File: config.mk
export PLATFORM = sky130hd
export DESIGN_NAME = ext_rst_pulse
export DESIGN_NICKNAME = d
export VERILOG_FILES = /design/src/rtl/ext_rst_pulse_pkg.sv /design/src/rtl/ext_rst_pulse_cfg.sv /design/src/rtl/ext_rst_pulse_timer.sv /design/src/rtl/ext_rst_pulse_enc.sv /design/src/rtl/ext_rst_pulse.sv
export SDC_FILE = /design/constraint.sdc
export NUM_CORES = 1
export LEC_CHECK = 0
export BUFFER_PORTS_ARGS = -buffer_cell sky130_fd_sc_hd__buf_4
export CORE_MARGIN = 5
export CORE_UTILIZATION = 30
export DETAILED_ROUTE_END_ITERATION = 16
export PLACE_DENSITY = 0.57
export SYNTH_ARGS = -nofsm -noshare
export SYNTH_HDL_FRONTEND = slang
export SYNTH_SLANG_ARGS = --single-unit
File: constraint.sdc
create_clock -name clk -period 6.3 [get_ports clk]
set_input_delay 0 -clock clk [delete_from_list [all_inputs] [get_ports clk]]
set_output_delay 0 -clock clk [all_outputs]
set_load 0.02 [all_outputs]
File: src/rtl/ext_rst_pulse_pkg.sv
package ext_rst_pulse_pkg;
    typedef enum logic {
        ST_IDLE  = 1'b0,
        ST_PULSE = 1'b1
    } pulse_state_e;

    localparam logic [7:0] KEY_POL_HIGH  = 8'hA5;
    localparam logic [7:0] KEY_POL_LOW   = 8'h5A;
    localparam logic [7:0] KEY_DRV_PUSH  = 8'hA8;
    localparam logic [7:0] KEY_DRV_OPEN  = 8'h8A;
endpackage

File: src/rtl/ext_rst_pulse_cfg.sv
module ext_rst_pulse_cfg
    import ext_rst_pulse_pkg::*;
#(
    parameter int          WIDTH_W   = 20,
    parameter logic [19:0] WIDTH_RST = 20'h000FF
) (
    input  logic               clk,
    input  logic               rst_n,
    input  logic               we,
    input  logic [31:0]        wdata,
    output logic [31:0]        rdata,
    output logic [WIDTH_W-1:0] width,
    output logic               act_high,
    output logic               push_pull
);
    localparam int PAD_W = 30 - WIDTH_W;

    logic [7:0] key;
    assign key = wdata[31:24];

    always_ff @(posedge clk or negedge rst_n) begin
        if (!rst_n) begin
            width     <= WIDTH_RST[WIDTH_W-1:0];
            act_high  <= 1'b0;
            push_pull <= 1'b0;
        end else if (we) begin
            width <= wdata[WIDTH_W-1:0];
            unique case (key)
                KEY_POL_HIGH: act_high  <= 1'b1;
                KEY_POL_LOW:  act_high  <= 1'b0;
                KEY_DRV_PUSH: push_pull <= 1'b1;
                KEY_DRV_OPEN: push_pull <= 1'b0;
                default: ;
            endcase
        end
    end

    assign rdata = {act_high, push_pull, {PAD_W{1'b0}}, width};


    key_other_chk: assert property (@(posedge clk) disable iff (!rst_n)
        (we && key != KEY_POL_HIGH && key != KEY_POL_LOW &&
         key != KEY_DRV_PUSH && key != KEY_DRV_OPEN)
        |=> ($stable(act_high) && $stable(push_pull)));


    key_pol_chk: assert property (@(posedge clk) disable iff (!rst_n)
        (we && key == KEY_POL_HIGH) |=> rdata[31]);


    width_load_chk: assert property (@(posedge clk) disable iff (!rst_n)
        we |=> (rdata[WIDTH_W-1:0] == $past(wdata[WIDTH_W-1:0])));
endmodule

File: src/rtl/ext_rst_pulse_timer.sv
module ext_rst_pulse_timer
    import ext_rst_pulse_pkg::*;
#(
    parameter int WIDTH_W = 20
) (
    input  logic               clk,
    input  logic               rst_n,
    input  logic               tick,
    input  logic               start,
    input  logic [WIDTH_W-1:0] width,
    output logic               active
);
    pulse_state_e       state_q, state_d;
    logic [WIDTH_W-1:0] cnt_q, cnt_d;

    always_ff @(posedge clk or negedge rst_n) begin
        if (!rst_n) begin
            state_q <= ST_IDLE;
            cnt_q   <= '0;
        end else begin
            state_q <= state_d;
            cnt_q   <= cnt_d;
        end
    end

    always_comb begin
        state_d = state_q;
        cnt_d   = cnt_q;
        unique case (state_q)
            ST_IDLE: begin
                if (start) begin
                    state_d = ST_PULSE;
                    cnt_d   = width;
                end
            end
            ST_PULSE: begin
                if (start) begin
                    cnt_d = width;
                end else if (tick) begin
                    if (cnt_q == '0) state_d = ST_IDLE;
                    else             cnt_d   = cnt_q - 1'b1;
                end
            end
            default: state_d = ST_IDLE;
        endcase
    end

    always_comb begin
        active = (state_q == ST_PULSE);
    end


    idle_hold_chk: assert property (@(posedge clk) disable iff (!rst_n)
        (state_q == ST_IDLE && !start) |=> (state_q == ST_IDLE));


    reload_chk: assert property (@(posedge clk) disable iff (!rst_n)
        start |=> (state_q == ST_PULSE && cnt_q == $past(width)));


    count_dec_chk: assert property (@(posedge clk) disable iff (!rst_n)
        (state_q == ST_PULSE && tick && !start && cnt_q != '0)
        |=> (cnt_q == $past(cnt_q) - 1'b1 && state_q == ST_PULSE));
endmodule

File: src/rtl/ext_rst_pulse_enc.sv
module ext_rst_pulse_enc (
    input  logic clk,
    input  logic rst_n,
    input  logic active,
    input  logic act_high,
    input  logic push_pull,
    output logic pin_o,
    output logic pin_oe
);
    always_comb begin
        pin_o  = active ? act_high : ~act_high;
        pin_oe = push_pull | active;
    end


    pp_drive_chk: assert property (@(posedge clk) disable iff (!rst_n)
        push_pull |-> pin_oe);


    od_release_chk: assert property (@(posedge clk) disable iff (!rst_n)
        (!push_pull && !active) |-> !pin_oe);
endmodule

File: src/rtl/ext_rst_pulse.sv
module ext_rst_pulse
    import ext_rst_pulse_pkg::*;
#(
    parameter int          WIDTH_W   = 20,
    parameter logic [19:0] WIDTH_RST = 20'h000FF
) (
    input  logic        clk,
    input  logic        rst_n,
    input  logic        tick_us,
    input  logic        expire,
    input  logic        ext_en,
    input  logic        cfg_we,
    input  logic [31:0] cfg_wdata,
    output logic [31:0] cfg_rdata,
    output logic        pin_o,
    output logic        pin_oe,
    output logic        pulse_active
);
    logic [WIDTH_W-1:0] width;
    logic               act_high;
    logic               push_pull;
    logic               start;

    assign start = expire & ext_en;

    ext_rst_pulse_cfg #(.WIDTH_W(WIDTH_W), .WIDTH_RST(WIDTH_RST)) cfg_i (
        .clk(clk), .rst_n(rst_n), .we(cfg_we), .wdata(cfg_wdata),
        .rdata(cfg_rdata), .width(width), .act_high(act_high),
        .push_pull(push_pull)
    );

    ext_rst_pulse_timer #(.WIDTH_W(WIDTH_W)) timer_i (
        .clk(clk), .rst_n(rst_n), .tick(tick_us), .start(start),
        .width(width), .active(pulse_active)
    );

    ext_rst_pulse_enc enc_i (
        .clk(clk), .rst_n(rst_n), .active(pulse_active),
        .act_high(act_high), .push_pull(push_pull),
        .pin_o(pin_o), .pin_oe(pin_oe)
    );


    pad_zero_chk: assert property (@(posedge clk) disable iff (!rst_n)
        cfg_rdata[29:20] == 10'd0);
endmodule

# == Word-level counts from Yosys, hierarchy flattened ==
# Index checks and enable logic that the tools add are counted.
# op_classes
add_sub_neg,1
mux,13
shift,0
div,0
reduce_logical,6
mul,0
order_cmp,0
eq_ne,7
bitwise,4
# ops
op,n
$mux W20,4
$pmux W20 S2,1
$eq A8 B8 Y1 const B,3
$logic_not A20 Y1,1
$sub A20 B1 Y20 const B,1
$eq A8 B7 Y1 const B,1
$ne A3 B3 Y1 const B,2
$pmux W1 S2,3
$mux W1,5
$reduce_and A2 Y1,2
$reduce_bool A2 Y1,2
$reduce_and A3 Y1,1
$ne A2 B2 Y1 const B,1
$not A1 Y1,2
$and A1 B1 Y1,1
$or A1 B1 Y1,1
# word_totals
reg_bits,43
ramBits,0
mem_bits_ro,0
input_bits,38
n_memories,0
wordCells,36
latchBits,0

# == Depth between registers and ports, before layout ==
# depth
ltp_word,5
depth_mapped,8

# == Cells and area by module ==
# Synthesis repeated with hierarchy kept, for this count alone.
# unflattened
cells_unflattened,242
hier_area_um2,2521.2
# modules_own_cells
mod,cells_per_inst,area_per_inst_um2,instances
ext_rst_pulse_timer,152,1368.8,1
ext_rst_pulse_cfg,87,1131.1,1
ext_rst_pulse_enc,2,15.0,1
ext_rst_pulse,1,6.3,1

# == Least setup slack after synthesis ==
# OpenSTA, ideal clock, no wires.
# synth_timing
path_type,flip-flop to flip-flop
start,reg timer_i.cnt_q[11]
end,reg timer_i.cnt_q[17]
t_required_ns,6.218
path_stages_with_launch,5
arrival_time_ns,2.050
setup_time_ns,0.082
path_buffers,0
slack_ns,4.168
cell_sequence,dfrtp_1 > or4_4 > or4b_4 > or4_1 > a31oi_1
# synth_via
elab_chain_cells,5
elab_cells_between_ends,8
classes_between,add/sub: 1; eq/ne: 1; mux: 4; reduce/logical: 2
# synth_lines
element,line,rtl
start: declaration,ext_rst_pulse_timer.sv:14,"logic [WIDTH_W-1:0] cnt_q, cnt_d;"
start signal: assignment,ext_rst_pulse_timer.sv:22,cnt_q <= cnt_d;
$sub A20 B1 Y20,ext_rst_pulse_timer.sv:41,else cnt_d = cnt_q - 1'b1;
$mux W20,ext_rst_pulse_timer.sv:40,if (cnt_q == '0) state_d = ST_IDLE;
$mux W20,ext_rst_pulse_timer.sv:39,end else if (tick) begin
$mux W20,ext_rst_pulse_timer.sv:37,if (start) begin
$pmux W20 S2,ext_rst_pulse_timer.sv:29,unique case (state_q)
# Several ways; a longest one is shown, not always the timed one. The select of a mux whose other input is x is not followed.
# A chain may end at the register's enable or synchronous reset.

# == Final worst setup path ==
# layout_timing
start,reg timer_i.cnt_q[1]
end,reg timer_i.cnt_q[17]
# Same word-level chain as after synthesis.

==> metrics <==
Psw=0.0002288 W; Min-Delay Path Class=in -> reg; Multi-input gate area=1155 um^2; Max Buffers Root-to-Sink=2; clock group share of total power=0.250; hold path startpoint=tick_us; area of the mapped netlist=2379 um^2; Hold-fix buffers, CTS=24; number of diodes=0; # DRC=0; Yosys reg bits=43; setup slack, reg-to-reg=3.80 ns; Combinational Power Share=0.245; Reg-to-Reg Start=timer_i.cnt_q[1]; Die Area=9809 um^2; count of cell types in the netlist=52; Post-synth EDFFs=0; clk_lat worst skew=0.30 ns; total gr overflow=0; Detailed Routing Iterations Pass 1=4; Die Wd=99.04 um; fillers=776; vias in the first global route=approximately 2.1k; Core Area=7727 um^2; commonest non-fill, non-tap cells in the layout=buf_4, dfrtp_1, dlygate4sd3_1, mux2_2, nor2_1; vias=roughly 2k; CP Capture Type=register; Final Setup Violations=0; layout cells sized above 1=0.3365; sw frac=0.3209; fin util=0.4084; worst-margin pin slew=0.9349 ns; critical path class=reg -> reg; first-pass GRT wire length=10,010 um; async set-reset flop share out of synthesis=1.000; WP data arrival=2.72 ns; peak supply drop=approximately 0.11 mV; hpwl dp=between 4000 and 5000 um; port buffer count=58; total CTS buffers=5; Seq/Total Area, Yosys=0.4566; final hold vios=0; H-tree depth=2; WP data required=6.52 ns; Reg clk slew, reported paths=~0.09 ns; Max-Cap Viols=0; status=finished clean; Routed wire per std cell=14.23 um; antenna violations before repair=0; Row Count=32; routed wire length=a little under 6000 um; leakage=1.294 nW; Vias/cell=4.909; pin count of the biggest net entering global routing=44; post-layout minimum cycle time=2.499 ns; CTS tree=built; final worst setup slack=3.801 ns; CP Launch Type=register; Worst Reg-to-Reg Cells=4; Pint=roughly 0.00048 W; power density over the cells=between 200 and 250 nW/um^2; drt initial violations=49; Syn Area/Cell=9.994 um^2; max-slew violations=0; Max Clock Skew=roughly 0.0087 ns; yosys warns=0; CTS root buffer=clkbuf_8; Register Area=between 1000 and 1500 um^2; CTS resizes=0; sequential share of power=0.505; max frequency=400.2 MHz; r2r endpoint=timer_i.cnt_q[17]; Tot GR Track Use=0.1244; IO Count=between 70 and 80; Most used DFF post-synth=dfrtp_1; Mapped Cells=238; Initial Util=0.3078; worst-path maximum fanout=5; RSZ-0062 raised after global routing=false; total clock sinks=43; routability cong.=0.8096; post-CTS setup buffers=0; Final ANT Viol Nets=0; Setup TNS=0 ns; area delta synth->final=32.67%; crit share post-route=0.3967; commonest non-fill, non-tap cell in the layout=buf_4; pre-CTS setup slack=between 3 and 4 ns; Hold Crit Depth=3; Rel. slew slack=0.3710; WHS Endpoint=timer_i.active; NumNets Final=around 350; chip height=99.04 um
-- power by group through the flow --
stage	sequential (W)	clock (W)	combinational (W)
after floorplan	0.000371	0	0.0000959
after global placement	0.000364	0	0.000162
after detailed placement	0.000365	0	0.000165
after CTS	0.000360	0.000187	0.000177
after global routing	0.000368	0.000198	0.000195
final	0.000360	0.000178	0.000175
-- routing by layer --
layer,global-route usage,vias up,wire length [um]
met4,0.03466,0,65
met2,0.2133,47,2897
met3,0.02760,7,265
met5,0,-,0
met1,0.1570,982,2704
li1,-,1011,-
-- stage by stage --
stage	hold WS, ns	instance area, um^2	cells	power [W]
after floorplan	-0.2956	2412	247	0.0004666
after global placement	0.04217	2830	385	0.0005263
after detailed placement	0.04732	2830	385	0.0005301
after CTS	0.02219	3156	417	0.0007251
after global routing	0.03734	3156	417	0.0007606
final	0.03303	3156	417	0.0007130
-- layout make-up --
| cell class | count | share of cell area |
|---|---|---|
| inverters | 5 | 0.005948 |
| clock inverters | 2 | 0.003965 |
| well taps | 102 | 0.04044 |
| clock buffers | 6 | 0.02300 |
| multi-input cells | 176 | 0.3660 |
| flip-flops and latches | 43 | 0.3442 |
| repair buffers | 83 | 0.2165 |
-- worst max-delay path by stage --
stage	slack [ns]	to	start
after floorplan	4.17	timer_i.cnt_q[17]	timer_i.cnt_q[11]
final	3.80	timer_i.cnt_q[17]	timer_i.cnt_q[1]
after CTS	3.76	timer_i.cnt_q[17]	timer_i.cnt_q[1]
after global placement	3.77	timer_i.cnt_q[17]	timer_i.cnt_q[1]
after global routing	3.52	timer_i.cnt_q[15]	timer_i.cnt_q[6]
after detailed placement	3.80	timer_i.cnt_q[17]	timer_i.cnt_q[1]
-- Yosys cell counts (all sizes together) (3+ instances only) --
master / instances / share of area
dfrtp: 35 / 0.37
mux2: 20 / 0.095
nor2: 20 / 0.032
nand2: 19 / 0.030
buf: 16 / 0.049
a21oi: 10 / 0.021
a31oi: 10 / 0.026
dfstp: 8 / 0.088
nor3: 8 / 0.019
o21ai: 8 / 0.017
nor4: 7 / 0.018
or3: 7 / 0.019
clkbuf: 6 / 0.011
o31ai: 6 / 0.019
inv: 5 / 0.0079
or4: 5 / 0.019
nand3: 4 / 0.0084
or2: 4 / 0.011
a311oi: 3 / 0.011
and2: 3 / 0.0079
o31a: 3 / 0.011
-- critical path, cell delays in order, from the launching register on --
cell and delay, ns:
dfrtp_1 0.42, nor4_1 0.82, or4b_4 0.60, or4_1 0.41
a31oi_1 0.17
-- flip-flops by register name, indices dropped and copies added (netlist names) --
name / count
cfg_i.act_high: 1
timer_i.cnt_q: 20
cfg_i.push_pull: 1
timer_i.active: 1
cfg_i.width: 20
-- cell families after synthesis --
group | after synthesis | share of synthesized area
simple gates | 92 | 0.2151
xor+xnor | 2 | 0.007366
flops | 43 | 0.4566
fa+ha+maj | 2 | 0.01052
mux | 21 | 0.09890
other cells | 1 | 0.001577
buf+inv | 28 | 0.07207
compound gates | 49 | 0.1378
No activity file was read; power rests on OpenSTA's default activity.
